--- config.mk ---
export PLATFORM = sky130hd
export DESIGN_NAME = edge_change_irq
export DESIGN_NICKNAME = d
export VERILOG_FILES = /design/src/rtl/edc_pkg.sv /design/src/rtl/edc_sync.sv /design/src/rtl/edc_port_regs.sv /design/src/rtl/edc_events.sv /design/src/rtl/edge_change_irq.sv
export SDC_FILE = /design/constraint.sdc
export NUM_CORES = 1
export LEC_CHECK = 0
export BUFFER_PORTS_ARGS = -buffer_cell sky130_fd_sc_hd__buf_4
export CAP_MARGIN = 5
export CORE_MARGIN = 2
export CORE_UTILIZATION = 30
export CTS_BUF_LIST = sky130_fd_sc_hd__clkbuf_4 sky130_fd_sc_hd__clkbuf_8 sky130_fd_sc_hd__clkbuf_16
export DETAILED_ROUTE_END_ITERATION = 7
export HOLD_SLACK_MARGIN = 0.12
export PLACE_DENSITY = 0.49
export SYNTH_ARGS = -nofsm -noshare
export SYNTH_HDL_FRONTEND = slang
export SYNTH_SLANG_ARGS = --single-unit
--- constraint.sdc ---
create_clock -name clk -period 2.3 [get_ports clk]
set_clock_uncertainty 0.05 [all_clocks]
set_input_delay 0.46 -clock clk [delete_from_list [all_inputs] [get_ports clk]]
set_output_delay 0.46 -clock clk [all_outputs]
set_load 0.02 [all_outputs]
--- src/rtl/edc_pkg.sv ---
package edc_pkg;
  localparam int BYTE_W = 8;

  localparam logic [7:0] A_CLEAR  = 8'h01;
  localparam logic [7:0] A_STATUS = 8'h02;
  localparam logic [7:0] A_CTRL   = 8'h03;
  localparam int PORT_BASE   = 'h40;
  localparam int PORT_STRIDE = 'h10;
  localparam int OFS_RISE    = 2;
  localparam int OFS_FALL    = 3;

  // acknowledge bit positions in the clear byte
  localparam int K_OVF  = 2;
  localparam int K_EDGE = 3;

  // control byte, bit 0 at the right
  typedef struct packed {
    logic fall_en;
    logic rise_en;
    logic master_en;
    logic ovf_en;
    logic edge_en;
  } ctrl_t;

  // status byte, bit 0 at the right
  typedef struct packed {
    logic last_fall;
    logic last_rise;
    logic irq;
    logic ovf_pend;
    logic edge_pend;
  } stat_t;

  function automatic logic [7:0] rise_addr(input int p);
    int a;
    a = PORT_BASE + PORT_STRIDE * p + OFS_RISE;
    return a[7:0];
  endfunction

  function automatic logic [7:0] fall_addr(input int p);
    int a;
    a = PORT_BASE + PORT_STRIDE * p + OFS_FALL;
    return a[7:0];
  endfunction

  // transitions of one polarity that pass the masks and gates
  function automatic logic hits(input logic [63:0] now_v, input logic [63:0] old_v,
                                input logic [63:0] mask, input logic gate);
    return gate && ((now_v & ~old_v & mask) != 64'd0);
  endfunction
endpackage

--- src/rtl/edc_sync.sv ---
module edc_sync #(
  parameter int W = 32
) (
  input  logic         clk,
  input  logic         rst_n,
  input  logic [W-1:0] din,
  output logic [W-1:0] cur,
  output logic [W-1:0] prv
);
  logic [W-1:0] meta_q;
  logic [W-1:0] cur_q;
  logic [W-1:0] prv_q;

  always_ff @(posedge clk or negedge rst_n) begin
    if (!rst_n) begin
      meta_q <= '0;
      cur_q  <= '0;
      prv_q  <= '0;
    end else begin
      meta_q <= din;
      cur_q  <= meta_q;
      prv_q  <= cur_q;
    end
  end

  assign cur = cur_q;
  assign prv = prv_q;
endmodule

--- src/rtl/edc_port_regs.sv ---
module edc_port_regs import edc_pkg::*; #(
  parameter int NUM_PORTS = 4,
  parameter int ADDR_W    = 8,
  localparam int NCH      = NUM_PORTS * BYTE_W
) (
  input  logic              clk,
  input  logic              rst_n,
  input  logic              wr,
  input  logic [ADDR_W-1:0] addr,
  input  logic [7:0]        wdata,
  output logic [NCH-1:0]    rise_mask,
  output logic [NCH-1:0]    fall_mask,
  output logic              rd_hit,
  output logic [7:0]        rd_data
);
  logic [7:0] rise_m [NUM_PORTS];
  logic [7:0] fall_m [NUM_PORTS];

  for (genvar p = 0; p < NUM_PORTS; p++) begin : g_port
    always_ff @(posedge clk or negedge rst_n) begin
      if (!rst_n) begin
        rise_m[p] <= '0;
        fall_m[p] <= '0;
      end else if (wr) begin
        if (addr == ADDR_W'(rise_addr(p))) rise_m[p] <= wdata;
        if (addr == ADDR_W'(fall_addr(p))) fall_m[p] <= wdata;
      end
    end
    assign rise_mask[p*BYTE_W +: BYTE_W] = rise_m[p];
    assign fall_mask[p*BYTE_W +: BYTE_W] = fall_m[p];
  end

  always_comb begin
    rd_hit  = 1'b0;
    rd_data = '0;
    for (int p = 0; p < NUM_PORTS; p++) begin
      if (addr == ADDR_W'(rise_addr(p))) begin
        rd_hit  = 1'b1;
        rd_data = rise_m[p];
      end
      if (addr == ADDR_W'(fall_addr(p))) begin
        rd_hit  = 1'b1;
        rd_data = fall_m[p];
      end
    end
  end
endmodule

--- src/rtl/edc_events.sv ---
module edc_events import edc_pkg::*; (
  input  logic  clk,
  input  logic  rst_n,
  input  logic  any_rise,
  input  logic  any_fall,
  input  logic  clr_edge,
  input  logic  clr_ovf,
  input  ctrl_t ctrl,
  output stat_t stat
);
  logic edge_pend_q, ovf_pend_q, last_rise_q, last_fall_q;
  logic evt;

  assign evt = any_rise | any_fall;

  always_ff @(posedge clk or negedge rst_n) begin
    if (!rst_n) begin
      edge_pend_q <= 1'b0;
      ovf_pend_q  <= 1'b0;
      last_rise_q <= 1'b0;
      last_fall_q <= 1'b0;
    end else begin
      if (evt && edge_pend_q) ovf_pend_q <= 1'b1;
      else if (clr_ovf)       ovf_pend_q <= 1'b0;

      if (evt) begin
        edge_pend_q <= 1'b1;
        last_rise_q <= any_rise;
        last_fall_q <= any_fall;
      end else if (clr_edge) begin
        edge_pend_q <= 1'b0;
        last_rise_q <= 1'b0;
        last_fall_q <= 1'b0;
      end
    end
  end

  assign stat.edge_pend = edge_pend_q;
  assign stat.ovf_pend  = ovf_pend_q;
  assign stat.last_rise = last_rise_q;
  assign stat.last_fall = last_fall_q;
  assign stat.irq       = ctrl.master_en & (edge_pend_q | (ctrl.ovf_en & ovf_pend_q));
endmodule

--- src/rtl/edge_change_irq.sv ---
module edge_change_irq import edc_pkg::*; #(
  parameter int NUM_PORTS = 4,
  parameter int ADDR_W    = 8,
  localparam int NCH      = NUM_PORTS * BYTE_W
) (
  input  logic              clk,
  input  logic              rst_n,
  input  logic [NCH-1:0]    pin_in,
  input  logic              bus_wr,
  input  logic [ADDR_W-1:0] bus_addr,
  input  logic [7:0]        bus_wdata,
  output logic [7:0]        bus_rdata,
  output logic              irq
);
  logic [NCH-1:0] cur, prv, rise_mask, fall_mask;
  logic           port_hit;
  logic [7:0]     port_rd;
  ctrl_t          ctrl_q;
  stat_t          stat;
  logic           any_rise, any_fall;
  logic           edge_evt, clr_edge, clr_ovf, wr_clear;
  logic           edge_pend, ovf_pend, master_en, edge_en;

  edc_sync #(.W(NCH)) u_sync (
    .clk(clk), .rst_n(rst_n), .din(pin_in), .cur(cur), .prv(prv)
  );

  edc_port_regs #(.NUM_PORTS(NUM_PORTS), .ADDR_W(ADDR_W)) u_regs (
    .clk(clk), .rst_n(rst_n), .wr(bus_wr), .addr(bus_addr), .wdata(bus_wdata),
    .rise_mask(rise_mask), .fall_mask(fall_mask),
    .rd_hit(port_hit), .rd_data(port_rd)
  );

  always_ff @(posedge clk or negedge rst_n) begin
    if (!rst_n)                                          ctrl_q <= '0;
    else if (bus_wr && bus_addr == ADDR_W'(A_CTRL))      ctrl_q <= ctrl_t'(bus_wdata[4:0]);
  end

  assign any_rise = hits(64'(cur), 64'(prv), 64'(rise_mask), ctrl_q.edge_en & ctrl_q.rise_en);
  assign any_fall = hits(64'(~cur), 64'(~prv), 64'(fall_mask), ctrl_q.edge_en & ctrl_q.fall_en);

  assign wr_clear = bus_wr && (bus_addr == ADDR_W'(A_CLEAR));
  assign clr_edge = wr_clear & bus_wdata[K_EDGE];
  assign clr_ovf  = wr_clear & bus_wdata[K_OVF];

  edc_events u_evt (
    .clk(clk), .rst_n(rst_n), .any_rise(any_rise), .any_fall(any_fall),
    .clr_edge(clr_edge), .clr_ovf(clr_ovf), .ctrl(ctrl_q), .stat(stat)
  );

  // named internal events for the checker
  assign edge_evt  = any_rise | any_fall;
  assign edge_pend = stat.edge_pend;
  assign ovf_pend  = stat.ovf_pend;
  assign master_en = ctrl_q.master_en;
  assign edge_en   = ctrl_q.edge_en;
  assign irq       = stat.irq;

  always_comb begin
    if (bus_addr == ADDR_W'(A_STATUS))    bus_rdata = {3'b000, stat};
    else if (bus_addr == ADDR_W'(A_CTRL)) bus_rdata = {3'b000, ctrl_q};
    else if (port_hit)                    bus_rdata = port_rd;
    else                                  bus_rdata = 8'h00;
  end
endmodule

# Word-level counts from Yosys, hierarchy flattened
# Cells that the tools add are included.
totals:
  register_bits: 169
  in_bits: 51
  output_inout_bits: 9
  wordCells: 88
op_classes:
  n_eq_ne: 11
  mux: 25
  bitwise_logic: 15
  n_reduce_logical: 17
op_table:
  columns: ["op", "count"]
  rows:
  - ["64-bit by 32-bit bitwise AND with 64-bit output", 2]
  - ["32-bit NOT with 64-bit output", 2]
  - ["64-bit nonzero test", 2]
  - ["8-bit 2-to-1 mux", 11]
  - ["32-bit by 64-bit bitwise AND with 64-bit output", 1]
  - ["64-bit bitwise AND", 1]
  - ["8-bit by 7-bit equality test with 1-bit output, second input constant", 8]
  - ["64-bit NOT", 1]
  - ["8-bit by 2-bit equality test with 1-bit output, second input constant", 2]
  - ["2-bit AND reduction", 8]
  - ["1-bit 2-to-1 mux", 14]
  - ["8-bit by 1-bit equality test with 1-bit output, second input constant", 1]
  - ["1-bit bitwise AND", 6]
  - ["1-bit logical AND", 5]
  - ["2-bit nonzero test", 2]
  - ["1-bit OR", 2]

# Longest topological paths before layout
depth:
  ltp_word: 12
  depth_mapped: 8
  mapped_depth_nobuf: 6

# Modules after synthesis
# A second synthesis with hierarchy kept.
hier_totals:
  hier_cells: 510
  area_unflattened_um2: 6761.5
by_module_without_submodules:
  columns: ["module", "instances", "cells_each", "area_per_inst_um2", "seq_area_each_um2"]
  rows:
  - ["edc_port_regs", 1, 249, 3168.0, 1601.5]
  - ["edc_sync", 1, 96, 2402.3, 2402.3]
  - ["edge_change_irq", 1, 146, 1004.7, 125.1]
  - ["edc_events", 1, 19, 186.4, 100.1]

# Worst setup path after synthesis
# OpenSTA, ideal clock, no wires.
synth_path:
  kind: "input port to output port"
  start: "in bus_addr[4]"
  end: "out bus_rdata[5]"
  arrival_ps: 2017
  required_ps: 1790
  setup_slack_ps: -227
  path_stages: 7
  path_buffers: 2
  path_cell_list: "buf_2 > buf_1 > nor4bb_1 > a221oi_1 > a21oi_1 > o221ai_1 > a211oi_1"
synth_between:
  elab_chain_len: 12
  word_cells_on_any_way: 29
  classes_between: "eq/ne: 10; mux: 19"
synth_rtl:
  columns: ["item", "line", "source"]
  rows:
  - ["start: declaration", "edge_change_irq.sv:10", "input logic [ADDR_W-1:0] bus_addr,"]
  - ["8-bit by 7-bit equality test with 1-bit output", "edc_port_regs.sv:37", "if (addr == ADDR_W'(rise_addr(p))) begin"]
  - ["8-bit 2-to-1 mux / 1-bit 2-to-1 mux (equally long branches)", "edc_port_regs.sv:37", null]
  - ["8-bit 2-to-1 mux / 1-bit 2-to-1 mux (equally long branches)", "edc_port_regs.sv:41", "if (addr == ADDR_W'(fall_addr(p))) begin"]
  - ["8-bit 2-to-1 mux / 1-bit 2-to-1 mux (equally long branches)", "edc_port_regs.sv:37", null]
  - ["8-bit 2-to-1 mux / 1-bit 2-to-1 mux (equally long branches)", "edc_port_regs.sv:41", null]
  - ["8-bit 2-to-1 mux / 1-bit 2-to-1 mux (equally long branches)", "edc_port_regs.sv:37", null]
  - ["8-bit 2-to-1 mux / 1-bit 2-to-1 mux (equally long branches)", "edc_port_regs.sv:41", null]
  - ["8-bit 2-to-1 mux / 1-bit 2-to-1 mux (equally long branches)", "edc_port_regs.sv:37", null]
  - ["8-bit 2-to-1 mux / 1-bit 2-to-1 mux (equally long branches)", "edc_port_regs.sv:41", null]
  - ["8-bit 2-to-1 mux", "edge_change_irq.sv:62", "else if (port_hit) bus_rdata = port_rd;"]
  - ["8-bit 2-to-1 mux", "edge_change_irq.sv:61", "else if (bus_addr == ADDR_W'(A_CTRL)) bus_rdata = {3'b000, ctrl_q};"]
  - ["8-bit 2-to-1 mux (*)", "edge_change_irq.sv:60", "if (bus_addr == ADDR_W'(A_STATUS)) bus_rdata = {3'b000, stat};"]
  - ["end: declaration", "edge_change_irq.sv:12", "output logic [7:0] bus_rdata,"]
# Every way passes the cells marked *; elsewhere a longest branch is shown, timed or not.

# Worst setup path in the final report
layout_path:
  start: "reg u_regs.fall_m, in the netlist u_regs.fall_mask[0]"
  end: "out bus_rdata[0]"
layout_between:
  elab_chain_len: 10
layout_rtl:
  columns: ["item", "line", "source"]
  rows:
  - ["start: declaration", "edc_port_regs.sv:17", "logic [7:0] fall_m [NUM_PORTS];"]
  - ["start signal: indexed assignment", "edc_port_regs.sv:26", "if (addr == ADDR_W'(fall_addr(p))) fall_m[p] <= wdata;"]
  - ["8-bit 2-to-1 mux", "edc_port_regs.sv:41", null]
  - ["8-bit 2-to-1 mux", "edc_port_regs.sv:37", null]
  - ["8-bit 2-to-1 mux", "edc_port_regs.sv:41", null]
  - ["8-bit 2-to-1 mux", "edc_port_regs.sv:37", null]
  - ["8-bit 2-to-1 mux", "edc_port_regs.sv:41", null]
  - ["8-bit 2-to-1 mux", "edc_port_regs.sv:37", null]
  - ["8-bit 2-to-1 mux", "edc_port_regs.sv:41", null]
  - ["8-bit 2-to-1 mux", "edge_change_irq.sv:62", null]
  - ["8-bit 2-to-1 mux", "edge_change_irq.sv:61", null]
  - ["8-bit 2-to-1 mux", "edge_change_irq.sv:60", null]
# No other way between the ends.

==> reports/metrics.yaml <==
outcome: "finished, violations left"
violations: "negative setup slack"
dr.pass1.iters: 5
grt_pass1_wl_um: 30200
drt.antenna.violating_nets: 0
die_x_um: 152
syn_area_um2: 6570
cts_buffers: 17
cpLargestDelayFamily: "multiplexers"
finalMaxSlewViolations: 0
synth_top_flop_cell: "dfrtp_1"
grt_pass1_vias: 5040
final_nets: 746
postSynthAreaPerCell_um2: 12.8
final_cells: 988
initial_core_util: 0.303
die_y_um: 152
relSlewSlack: 0.712
crit_fanout: 3
synth_adder_area_share: 0
io_buffers: 59
synth_cell_types: 47
finalCritPeriodShare: 1.05
clkLatencyLatePin_ns: 0.44
crit_chain: "mux4_2, nor2_2, a21oi_2, a31oi_1, o22ai_2, buf_6"
num_vias: 4964
remaining_drc_errors: 0
yosys.area_share.xor_xnor: 0
io_pins: 60
hold_viol: 0
synthSimpleGateAreaFrac: 0.117
postSynthCellCount: 513
cp.arrival_ns: 1.91
end_kind: "output port"
fp-row-count: 54
drive_gt1_frac: 0.424
rsz0062_at_grt: "yes"
ys_ff_latch: 169
fp.dieArea_um2: 23100
syn_nets: 564
cts_tree: "done"
required_ns: 1.79
min_path_type: "in2reg"
synth_warnings: 0
critical_path_buf_inv_count: 1
syn_to_final_growth_pct: 40.8
initialDrtViolationCount: 437
place_congestion: 0.892
cts_sinks: 169
place_inst: 904
clk_path_buf_depth: 2
critPathMaxStageDelay_ns: 0.47
diodes: 0
fmax_ghz: 0.413
core_area_um2: 21700
dpl.hpwl_um: 14200
p_per_area_nw_per_um2: 719
synth_top_family_by_area: "multiplexers"
yosysSeqAreaShare: 0.643
synth_compound_area_frac: 0.0887
post_drt_wl_per_cell_um: 19.8
fin_tns_setup_ns: -0.318
start_kind: "flop"
grt.total_usage: 0.172
final_util: 0.427
worstSetupPathType: "reg2out"
async_flop_share: 1.00
max_cap_viol_count: 0
path_clk_slew_ns: 0.07
antenna_found_initial: 0
grt_max_degree: 67
synth-edff-count: 0
tightest_slew_ns: 0.429
cpMaxStageDelayCell: "mux4_2"
wl_um: 19500
finalPower_w: 0.00665
routed_via_density: 5.02
cts_max_level: 4
fin_ws_ns: -0.119
min_period_ns: 2.42
peakVddDrop_mv: 0.358
ctsRootBufferMaster: "clkbuf_16"
power.leakage_nw: 4.27
grt-ovfl-total: 0
setup_violations: 6
synth_mux_area_frac: 0.136
per-stage QoR:
stage,hold WS [ns],setup WS [ns],instance area (µm²)
CTS,0.269,-0.151,9180
global placement,0.283,-0.196,7900
floorplan,0.114,-0.0490,6620
finish,0.286,-0.119,9260
detailed placement,0.285,-0.209,7900
global route,0.280,-0.168,9260
worst reg2reg max path, stage by stage, from the launching register on:
cell and delay [ns]:
dfrtp_1 0.38, and3b_1 0.18, a31oi_1 0.19, o211ai_1 0.20
or4_4 0.53, o211a_1 0.25, a221o_1 0.35
where the power goes:
part | total, W | switching [W] | internal, W
combinational | 0.000567 | 0.000276 | 0.000290
sequential | 0.00323 | 0.000108 | 0.00312
clock | 0.00286 | 0.00132 | 0.00154
cell usage after synthesis (2+ instances only):
master,n,area share
mux2_2,73,0.13
nand2_1,56,0.032
dfrtp_1,169,0.64
nor3_1,5,0.0038
nor2_1,27,0.015
nor4_1,5,0.0048
clkbuf_1,10,0.0057
a211oi_1,4,0.0046
nand2b_1,6,0.0057
a31oi_1,8,0.0076
o221a_2,2,0.0034
nand3b_1,17,0.019
o22ai_1,24,0.023
a21oi_1,18,0.014
nor2b_1,2,0.0019
o211ai_1,4,0.0046
mux4_2,2,0.0069
mux2i_1,3,0.0046
nand3_1,10,0.0076
and2_1,2,0.0019
and3b_1,8,0.011
a311oi_1,3,0.0040
buf_1,3,0.0017
inv_1,7,0.0040
nand4_1,2,0.0019
buf_2,4,0.0030
o21ai_0,19,0.014
final timing paths:
check	startpoint	endpoint	slack, ns	cells past startpoint
worst max register to register	u_regs.rise_mask[1]	u_evt.ovf_pend_q	0.06	6
worst min-delay path	bus_wdata[6]	u_regs.rise_mask[14]	0.29	2
max in group asynchronous	rst_n	u_regs.fall_mask[20]	1.15	3
min in group asynchronous	rst_n	u_sync.meta_q[1]	0.40	2
worst min register to register	u_sync.meta_q[26]	u_sync.cur[26]	0.30	0
worst max-delay path	u_regs.fall_mask[0]	bus_rdata[0]	-0.12	6
sequential cells by signal, summed over array words and instances (netlist names):
name	count
u_regs.rise_mask	32
edge_en	1
ctrl_q	3
u_regs.fall_mask	32
master_en	1
u_sync.cur	32
u_evt.last_fall_q	1
u_sync.prv	32
u_evt.ovf_pend_q	1
u_evt.last_rise_q	1
u_sync.meta_q	32
u_evt.edge_pend_q	1
metal layers:
layer	vias to the layer above	global-route usage	wire length, µm
met1	2573	0.235	9100
met4	0	0.0538	339
met5	-	0	0
met3	20	0.0334	732
met2	122	0.280	9370
li1	2249	-	-
cell type report:
cell class	count	area, µm²
fillers	2049	12400
flip-flops and latches	169	4230
clock inverters	15	161
well taps	280	350
repair buffers	180	1560
clock buffers	17	425
inverters	7	26.3
multi-input cells	320	2500
logic make-up after synthesis:
logic type,count (synthesis)
and+or+nand+nor,150
AOI/OAI and AO/OA,92
buffers and inverters,24
muxes,78
DFF,169
layout by cell type, fill, tap and decap left out, types with 4 or more instances in the layout:
cell and count:
a21oi_1 12, a21oi_2 5, a31oi_1 7, and3b_1 8, buf_4 121, buf_6 22, clkbuf_16 17, dfrtp_1 169
dlygate4sd3_1 33, inv_1 7, inv_6 4, mux2_2 70, nand2_1 52, nand2_2 4, nand2b_1 6, nand3_1 8
nand3b_1 17, nor2_1 23, nor2_2 5, o211ai_1 4, o21ai_0 16, o22ai_1 18, o22ai_2 4
repair_timing:
item / in CTS / in global routing
buffers inserted: 17 / 3
endpoints found under the hold margin: 56 / 0
endpoints found under the setup margin: 9 / 9
hold buffers: 33 / 0
pin swaps: 25 / 14
resized for setup: 57 / 15
(Power assumes the default switching activity.)
